$ cat src/rtl/dram_ctrl_pkg.sv
package dram_ctrl_pkg;

  typedef enum logic [2:0] {
    ST_IDLE,
    ST_ROW,
    ST_COL,
    ST_CAS,
    ST_CBR_CAS,
    ST_CBR_BOTH,
    ST_PRECH
  } strobe_st_t;

  typedef struct packed {
    logic mreq;
    logic rd;
    logic wr;
    logic rfsh;
  } bus_req_t;

endpackage

$ cat src/rtl/dram_bus_sync.sv
module dram_bus_sync #(
  parameter int STAGES = 2,
  parameter int W      = 4
) (
  input  logic         clk,
  input  logic         rst,
  input  logic [W-1:0] d,
  output logic [W-1:0] q
);

  logic [W-1:0] chain [STAGES];

  for (genvar i = 0; i < STAGES; i++) begin : g_stage
    if (i == 0) begin : g_first
      always_ff @(posedge clk) begin
        if (rst) chain[0] <= '0;
        else     chain[0] <= d;
      end
    end else begin : g_next
      always_ff @(posedge clk) begin
        if (rst) chain[i] <= '0;
        else     chain[i] <= chain[i-1];
      end
    end
  end

  assign q = chain[STAGES-1];

endmodule

$ cat src/rtl/dram_addr_split.sv
module dram_addr_split #(
  parameter int ADDR_W = 16,
  parameter int BANK_W = 6,
  parameter int DA_W   = (ADDR_W + BANK_W) / 2
) (
  input  logic [BANK_W-1:0] bank,
  input  logic [ADDR_W-1:0] cpu_addr,
  output logic [DA_W-1:0]   row,
  output logic [DA_W-1:0]   col
);

  localparam int FULL_W = ADDR_W + BANK_W;

  logic [FULL_W-1:0] full;

  assign full = {bank, cpu_addr};
  assign row  = full[2*DA_W-1:DA_W];
  assign col  = full[DA_W-1:0];

endmodule

$ cat src/rtl/dram_strobe_seq.sv
module dram_strobe_seq
  import dram_ctrl_pkg::*;
#(
  parameter int DA_W        = 11,
  parameter int T_ROW_HOLD  = 2,
  parameter int T_COL_SETUP = 2,
  parameter int T_CBR_DELAY = 2,
  parameter int T_PRECHARGE = 4
) (
  input  logic            clk,
  input  logic            rst,
  input  bus_req_t        req,
  input  logic [DA_W-1:0] row,
  input  logic [DA_W-1:0] col,
  output logic [DA_W-1:0] dram_addr,
  output logic            ras_n,
  output logic            cas_n,
  output logic            we_n
);

  localparam int MAX_A = (T_ROW_HOLD > T_COL_SETUP) ? T_ROW_HOLD : T_COL_SETUP;
  localparam int MAX_B = (T_CBR_DELAY > T_PRECHARGE) ? T_CBR_DELAY : T_PRECHARGE;
  localparam int MAX_T = (MAX_A > MAX_B) ? MAX_A : MAX_B;
  localparam int CNT_W = $clog2(MAX_T + 1);

  strobe_st_t       st;
  logic [CNT_W-1:0] cnt;
  logic [DA_W-1:0]  col_q;
  logic             active;

  assign active = (st != ST_IDLE) && (st != ST_PRECH);

  always_ff @(posedge clk) begin
    if (rst) begin
      st        <= ST_IDLE;
      cnt       <= '0;
      col_q     <= '0;
      dram_addr <= '0;
      ras_n     <= 1'b1;
      cas_n     <= 1'b1;
      we_n      <= 1'b1;
    end else if (active && !req.mreq) begin
      ras_n <= 1'b1;
      cas_n <= 1'b1;
      we_n  <= 1'b1;
      cnt   <= CNT_W'(T_PRECHARGE - 1);
      st    <= ST_PRECH;
    end else begin
      case (st)
        ST_IDLE: begin
          if (req.mreq && req.rfsh) begin
            cas_n <= 1'b0;
            cnt   <= CNT_W'(T_CBR_DELAY - 1);
            st    <= ST_CBR_CAS;
          end else if (req.mreq && (req.rd || req.wr)) begin
            ras_n     <= 1'b0;
            we_n      <= !req.wr;
            dram_addr <= row;
            col_q     <= col;
            cnt       <= CNT_W'(T_ROW_HOLD - 1);
            st        <= ST_ROW;
          end
        end
        ST_ROW: begin
          if (cnt == '0) begin
            dram_addr <= col_q;
            cnt       <= CNT_W'(T_COL_SETUP - 1);
            st        <= ST_COL;
          end else begin
            cnt <= cnt - 1'b1;
          end
        end
        ST_COL: begin
          if (cnt == '0) begin
            cas_n <= 1'b0;
            st    <= ST_CAS;
          end else begin
            cnt <= cnt - 1'b1;
          end
        end
        ST_CBR_CAS: begin
          if (cnt == '0) begin
            ras_n <= 1'b0;
            st    <= ST_CBR_BOTH;
          end else begin
            cnt <= cnt - 1'b1;
          end
        end
        ST_PRECH: begin
          if (cnt == '0) st <= ST_IDLE;
          else           cnt <= cnt - 1'b1;
        end
        default: st <= st;
      endcase
    end
  end

  // Observation counter for the precharge property: cycles ras_n has been high.
  localparam int HI_MAX = T_PRECHARGE + 2;
  localparam int HI_W   = $clog2(HI_MAX + 1);
  logic [HI_W-1:0] hi_cnt;

  always_ff @(posedge clk) begin
    if (rst)                          hi_cnt <= HI_W'(HI_MAX);
    else if (!ras_n)                  hi_cnt <= '0;
    else if (hi_cnt != HI_W'(HI_MAX)) hi_cnt <= hi_cnt + 1'b1;
  end


  precharge_gap_chk: assert property (@(posedge clk) disable iff (rst)
    $fell(ras_n) |-> (hi_cnt >= HI_W'(T_PRECHARGE + 1)));


  release_strobes_chk: assert property (@(posedge clk) disable iff (rst)
    !req.mreq |=> (ras_n && cas_n && we_n));


  idle_mreq_chk: assert property (@(posedge clk) disable iff (rst)
    (st == ST_IDLE && req.mreq && !req.rd && !req.wr && !req.rfsh) |=> (ras_n && cas_n));


  cbr_we_high_chk: assert property (@(posedge clk) disable iff (rst)
    ($fell(cas_n) && ras_n) |-> we_n);


  early_write_chk: assert property (@(posedge clk) disable iff (rst)
    $fell(we_n) |-> cas_n);


  col_addr_stable_chk: assert property (@(posedge clk) disable iff (rst)
    ($fell(cas_n) && !ras_n) |-> $stable(dram_addr));

endmodule

$ cat src/rtl/dram_simm_ctrl.sv
module dram_simm_ctrl
  import dram_ctrl_pkg::*;
#(
  parameter int ADDR_W      = 16,
  parameter int BANK_W      = 6,
  parameter int SYNC_STAGES = 2,
  parameter int T_ROW_HOLD  = 2,
  parameter int T_COL_SETUP = 2,
  parameter int T_CBR_DELAY = 2,
  parameter int T_PRECHARGE = 4,
  localparam int DA_W       = (ADDR_W + BANK_W) / 2
) (
  input  logic              clk,
  input  logic              rst,
  input  logic              mreq_n,
  input  logic              rd_n,
  input  logic              wr_n,
  input  logic              rfsh_n,
  input  logic [ADDR_W-1:0] cpu_addr,
  input  logic [BANK_W-1:0] bank,
  output logic [DA_W-1:0]   dram_addr,
  output logic              ras_n,
  output logic              cas_n,
  output logic              we_n
);

  localparam int REQ_W = $bits(bus_req_t);

  bus_req_t         raw_req;
  logic [REQ_W-1:0] req_sync;
  bus_req_t         req;
  logic [DA_W-1:0]  row;
  logic [DA_W-1:0]  col;

  assign raw_req.mreq = !mreq_n;
  assign raw_req.rd   = !rd_n;
  assign raw_req.wr   = !wr_n;
  assign raw_req.rfsh = !rfsh_n;

  dram_bus_sync #(
    .STAGES (SYNC_STAGES),
    .W      (REQ_W)
  ) u_sync (
    .clk (clk),
    .rst (rst),
    .d   (raw_req),
    .q   (req_sync)
  );

  assign req = bus_req_t'(req_sync);

  dram_addr_split #(
    .ADDR_W (ADDR_W),
    .BANK_W (BANK_W),
    .DA_W   (DA_W)
  ) u_split (
    .bank     (bank),
    .cpu_addr (cpu_addr),
    .row      (row),
    .col      (col)
  );

  dram_strobe_seq #(
    .DA_W        (DA_W),
    .T_ROW_HOLD  (T_ROW_HOLD),
    .T_COL_SETUP (T_COL_SETUP),
    .T_CBR_DELAY (T_CBR_DELAY),
    .T_PRECHARGE (T_PRECHARGE)
  ) u_seq (
    .clk       (clk),
    .rst       (rst),
    .req       (req),
    .row       (row),
    .col       (col),
    .dram_addr (dram_addr),
    .ras_n     (ras_n),
    .cas_n     (cas_n),
    .we_n      (we_n)
  );


  reset_idle_chk: assert property (@(posedge clk)
    rst |=> (ras_n && cas_n && we_n));


  cas_needs_request_chk: assert property (@(posedge clk) disable iff (rst)
    $fell(ras_n) |-> $past(req.mreq));

endmodule

$ cat config.mk
export PLATFORM = sky130hd
export DESIGN_NAME = dram_simm_ctrl
export DESIGN_NICKNAME = d
export VERILOG_FILES = /design/src/rtl/dram_ctrl_pkg.sv /design/src/rtl/dram_bus_sync.sv /design/src/rtl/dram_addr_split.sv /design/src/rtl/dram_strobe_seq.sv /design/src/rtl/dram_simm_ctrl.sv
export SDC_FILE = /design/constraint.sdc
export NUM_CORES = 1
export LEC_CHECK = 0
export ABC_AREA = 1
export BUFFER_PORTS_ARGS = -buffer_cell sky130_fd_sc_hd__buf_4
export CAP_MARGIN = 25
export CORE_UTILIZATION = 53
export DETAILED_ROUTE_END_ITERATION = 10
export PLACE_DENSITY = 0.76
export RECOVER_POWER = 100
export SLEW_MARGIN = 10
export SYNTH_ARGS = -nofsm -noshare
export SYNTH_HDL_FRONTEND = slang
export SYNTH_SLANG_ARGS = --single-unit
$ cat constraint.sdc
create_clock -name clk -period 1.8 [get_ports clk]
set_input_delay 0.36 -clock clk [delete_from_list [all_inputs] [get_ports clk]]
set_output_delay 0.36 -clock clk [all_outputs]
set_load 0.1 [all_outputs]
* After elaboration in Yosys (flattened, before gate mapping)
Memories as Yosys holds them, arrays and structs flattened.
Index checks and enable logic that the tools add are counted.
** Operators by class
- Bitwise gates (word level) :: 4
- Eq/ne operators :: 20
- Reductions and logical operators :: 32
- $add $sub $neg :: 1
- Muxes and demuxes :: 28
** Operators with widths (count)
- $mux 11 :: 3
- $mux 3 :: 10
- $pmux 11 s2 :: 1
- $ne 3x1->1 const B :: 5
- $pmux 3 s5 :: 1
- $ne 2x1->1 const B :: 6
- $reduce_and 3->1 :: 4
- $reduce_and 6->1 :: 2
- $pmux 3 s3 :: 1
- $mux 4 :: 2
- $reduce_and 4->1 :: 2
- $mux 1 :: 7
- $eq 3x3->1 const B :: 2
- $logic_not 1->1 :: 6
- $logic_not 3->1 :: 2
- $reduce_bool 2->1 :: 3
- $reduce_bool 3->1 :: 2
- $reduce_bool 6->1 :: 1
- $reduce_and 5->1 :: 1
- $reduce_bool 5->1 :: 1
- $logic_and 1x1->1 :: 4
- $ne 2x2->1 const B :: 2
- $ne 4x1->1 const B :: 1
- $pmux 1 s2 :: 2
- 12 further kinds :: 14
** Storage, ports and cells
- Bits of input ports :: 28
- Memory bits (writable) :: 8
- Memories :: 1
- Register bits after elaboration :: 31
- Output and inout bits :: 14
- Word-level logic and storage cells :: 95
** Memories
- u_sync.chain :: depth 2, width 4, read ports 2, clocked after memory_dff 0, write ports 2, RTL line dram_bus_sync.sv:11 : logic [W-1:0] chain [STAGES];

* Longest topological paths before layout
An unclocked memory read counts as a cell.
- Depth after elaboration :: 7
- Gate-level depth with buffers :: 10
- Depth with buffers taken out :: 10

* Cells and area by module
A second synthesis with hierarchy kept.
** Second synthesis, totals
- Cell total of the unflattened synthesis :: 282
- Area total of the unflattened synthesis :: 1936.9 µm²
** Modules (own cells, without submodules)
- dram_strobe_seq :: cells an instance 231, area an instance 1525.2 µm², seq. area each 620.6 µm², times used 1
- dram_bus_sync :: cells an instance 25, area an instance 231.5 µm², seq. area each 160.2 µm², times used 1
- dram_addr_split :: cells an instance 22, area an instance 165.2 µm², seq. area each 0.0 µm², times used 1
- dram_simm_ctrl :: cells an instance 4, area an instance 15.0 µm², seq. area each 0.0 µm², times used 1

* Worst setup path after synthesis
OpenSTA, ideal clock, no wires.
- Path type :: reg2reg
- Start point :: register u_seq.cnt[0]
- End point :: register u_seq.cnt[2]
- Path buffers :: 0
- Setup time :: 0.064 ns
- Clock period less this slack :: 1.297 ns
- Required time :: 1.736 ns
- Stages on the path, launching flop included :: 10
- Data arrival time :: 1.234 ns
- Setup slack :: 0.503 ns
- Cells stage by stage :: dfxtp_1 inv_1 ha_1 nand2_1 inv_1 o21ai_0 nand2_1 o21ai_0 inv_1 nor2_1
** Between the ends
- Longest elaborated chain between the ends :: 3
- Elaborated cells between the ends (all ways) :: 7
- Those cells by class :: add/sub: 1; eq/ne: 1; mux: 3; reduce/logical: 2
** Ends and longest elaborated chain
- start: declaration :: RTL line dram_strobe_seq.sv:27 : logic [CNT_W-1:0] cnt;
- start signal: assignment :: RTL line dram_strobe_seq.sv:46 : cnt <= CNT_W'(T_PRECHARGE - 1);
- start signal: assignment :: RTL line dram_strobe_seq.sv:53 : cnt <= CNT_W'(T_CBR_DELAY - 1);
- start signal: assignment :: RTL line dram_strobe_seq.sv:60 : cnt <= CNT_W'(T_ROW_HOLD - 1);
- $sub 3x1->3 or $logic_not 3->1 (tied branches)
- $mux 3 (tied with other cells) :: RTL line dram_strobe_seq.sv:74, dram_strobe_seq.sv:82, dram_strobe_seq.sv:90
- $pmux 3 s3 or $reduce_and 3->1 (tied branches)
Several ways; a longest one is shown, not always the timed one. The select of a mux whose other input is x is not followed.
A chain may end at the register's enable or synchronous reset.

* Final worst setup path
- Start point :: register u_seq.st[0]
- End point :: register u_seq.dram_addr[10]
** Between the ends
- Longest elaborated chain between the ends :: 5
- Elaborated cells between the ends (all ways) :: 13
- Those cells by class :: eq/ne: 5; mux: 1; bitwise: 1; reduce/logical: 6
** Ends and longest elaborated chain
- start: declaration :: RTL line dram_strobe_seq.sv:26 : strobe_st_t st;
- start signal: assignment :: RTL line dram_strobe_seq.sv:93 : default: st <= st;
- $ne 3x3->1 or $reduce_bool 3->1 (tied branches) :: RTL line dram_strobe_seq.sv:31 : assign active = (st != ST_IDLE) && (st != ST_PRECH);
- $logic_and 1x1->1 :: RTL line dram_strobe_seq.sv:31
- $logic_and 1x1->1 :: RTL line dram_strobe_seq.sv:42 : end else if (active && !req.mreq) begin
- $not 1->1 (no line)
- $reduce_and 5->1 (no line)
- end signal: assignment :: RTL line dram_strobe_seq.sv:58 : dram_addr <= row;
- end signal: assignment :: RTL line dram_strobe_seq.sv:66 : dram_addr <= col_q;
- end: declaration :: RTL line dram_strobe_seq.sv:15 : output logic [DA_W-1:0] dram_addr,
Several ways; a longest one is shown, not always the timed one.

==> impl_results.md <==
- Row count: 20
- PD cells: 1560 nW/um^2
- Area growth syn-to-layout: 18.8%
- Syn Nets: 299
- Tmin final: 1.60 ns
- Starting Density: 57.4%
- Ant diodes: 0
- Crit path max fanout: 22
- DR vias/cell: 4.74
- Status: completed
- WP data arrival: 1.84 ns
- CTS tree: done
- Worst IR drop on VDD: 0.914 mV
- DR iter-0 viols: 122
- Tcrit/Tclk final: 88.9%
- Avg Inst Size Synth: 6.67 um^2
- Clk slew on worst S/H paths: 0.11 ns
- Via count: 1683
- First-pass GRT wire length: 5860 um
- Final setup viols: 0
- Crit path capture type: flop
- R2R setup slack: 0.20 ns
- Worst hold path type: in -> reg
- First-pass iteration count of the detailed router: 4
- Root Buffer: clkbuf_4
- Final worst setup slack: 0.199 ns
- Synth Register Bits: 39
- Final Hold Fails: 0
- Initial antenna violation count: 0
- Sink Count: 39
- R2R Path End: u_seq.dram_addr[10]
- GPL Wtd Cong: 0.954
- TNS Setup: 0 ns
- Post-CTS setup buffer count: 0
- Crit-path slowest cell: dfxtp_1
- RR Startpoint: u_seq.st[0]
- Register area share after synthesis: 43.5%
- Most frequent cell on the critical path: nor2_1
- Syn Std Cell Area: 1790 um^2
- Yosys Warn Count: 0
- Die Wd: 60.2 um
- Synth unique cells: 23
- Max clock buf depth: 2
- Core area: 3130 um^2
- Hold EP: u_sync.chain[0][2]
- Slew headroom: 63.8%
- Slew @ Worst Pin: 0.546 ns
- Dpl cells: 348
- Clock insertion delay at the later pin of the skew report: 0.34 ns
- Slew Limit Fails: 0
- Die height: 60.2 um
- Leak: 1.15 nW
- Min-delay src: rd_n
- DRC: 0
- IO buf count: 41
- Place WS: 0.237 ns
- Cell chain of the critical path: inv_1 -> nand2_1 -> nor2_4 -> o21ai_2 -> nand3_2 -> nor2_1 -> nor2_1
- Hold Crit Depth: 2
- Vias in the first global route: 1358
- Layout Nets: 341
- Fraction of layout cells with a size suffix above 1: 19.3%
- Grt ovf: 0
- Post-Synthesis Cells: 269
- Skew final: 0.00119 ns
- Worst Path Required: 2.04 ns
- Post-detail-place hpwl: 2670 um
- Die area: 3620 um^2
- CTS buffer count: 5
- FF-to-FF path depth: 7
- Fin cells: 355
- GRT Util Overall: 22.0%
- H-tree depth: 2
- RSZ-0062 raised after global routing: no
- IO Pins: 42
- Most frequent cells in the layout: 81 x nand2_1, 58 x nor2_1, 39 x dfxtp_1
- Critical path class: reg -> reg
- Hold buffers post-CTS: 0
- Commonest non-fill, non-tap cell in the layout: nand2_1
- Routed Antenna Nets: 0
- Final wirelength: 3630 um
- Hold slack: 0.151 ns
- Startpoint Class: flop
- Worst path max stage delay: 0.43 ns
- Maxcap violations: 0
- Post-cts resize count: 0
- Top achievable clock speed: 0.625 GHz
- Pin count of the biggest net entering global routing: 23
- Mean routed wirelength per cell: 10.2 um
[synth_stat cells]
cell	n	area, um^2
buf_4	5	37.5
dfxtp_1	39	781
o211ai_2	1	12.5
nand3_1	16	80.1
o21ai_2	1	8.76
buf_6	1	11.3
nand3b_2	1	11.3
nor2_1	58	218
o21ai_1	3	15.0
o21ai_0	14	70.1
o211ai_1	1	7.51
ha_1	2	25.0
inv_1	26	97.6
nand2_1	79	297
nand3b_1	1	7.51
a21oi_1	6	30.0
nor2_2	1	6.26
clkbuf_1	3	11.3
nand3_2	2	20.0
buf_2	1	5.00
nor2_4	1	11.3
inv_2	5	18.8
nand2_2	2	12.5
[flip-flops by register name, indices dropped and copies added, names as in the netlist]
signal,flops
u_seq.we_n,1
u_seq.cas_n,1
u_seq.col_q,11
u_seq.cnt,3
u_seq.ras_n,1
u_sync.chain,8
u_seq.dram_addr,11
u_seq.st,3
[area by class of cell]
class                           instances  area (um^2)
Clock buffer                            6         51.3
Clock inverter                          1         5.00
Fill cell                             297          996
Inverter                               31          116
Multi-Input combinational cell        189          827
Sequential cell                        39          781
Tap cell                               44         55.1
Timing Repair Buffer                   45          297
[layer usage]
metal  vias up  track usage (%)  wire length (um)
met2        49             31.2              1510
met4         0             8.97                50
met3         7             5.84               191
li1        905                -                 -
met1       722             31.1              1870
met5         -                0                 0
[through the flow]
stage	power, mW	instance area, um^2	util [%]
3_3_place_gp	2.92	2120	67.8
6_report	3.32	2130	68.2
5_1_grt	3.55	2130	68.2
3_5_place_dp	2.93	2120	67.8
2_1_floorplan	2.63	1790	-
4_1_cts	3.38	2180	69.6
[worst max-delay path, delay by kind of cell, from the launching register on]
kind | cells | cell delay (ns)
flip-flops | 1 | 0.43
AO/OA/AOI/OAI | 1 | 0.09
AND/OR/NAND/NOR | 5 | 0.82
buffers and inverters | 1 | 0.16
[where the power goes]
part / switching (mW) / leakage [nW] / internal, mW / total [mW]
Sequential: 0.0940 / 0.320 / 1.01 / 1.10
Clock: 0.269 / 0.0341 / 0.181 / 0.450
Combinational: 1.31 / 0.800 / 0.460 / 1.77
Total: 1.67 / 1.15 / 1.65 / 3.32
[cell families (layout without fill, tap and decap cells)]
group / Yosys count / after routing / synth area share [%]
DFF: 39 / 39 / 43.5
adders and majority gates: 2 / 2 / 1.39
buffers and inverters: 41 / 83 / 10.1
AOI/OAI and AO/OA: 26 / 26 / 8.02
and+or+nand+nor: 161 / 161 / 37.0
[how the worst max path moves through the flow]
stage / startpoint / to / slack, ns / cells past startpoint
floorplan: u_seq.cnt[0] / u_seq.cnt[2] / 0.50 / 9
global placement: u_seq.st[0] / u_seq.dram_addr[10] / 0.32 / 6
detailed placement: u_seq.cnt[0] / u_seq.dram_addr[10] / 0.24 / 7
CTS: u_seq.cnt[0] / u_seq.dram_addr[10] / 0.21 / 7
global route: u_seq.st[0] / u_seq.dram_addr[4] / 0.03 / 8
finish: u_seq.st[0] / u_seq.dram_addr[10] / 0.20 / 7
No activity file was read; power rests on OpenSTA's default activity.
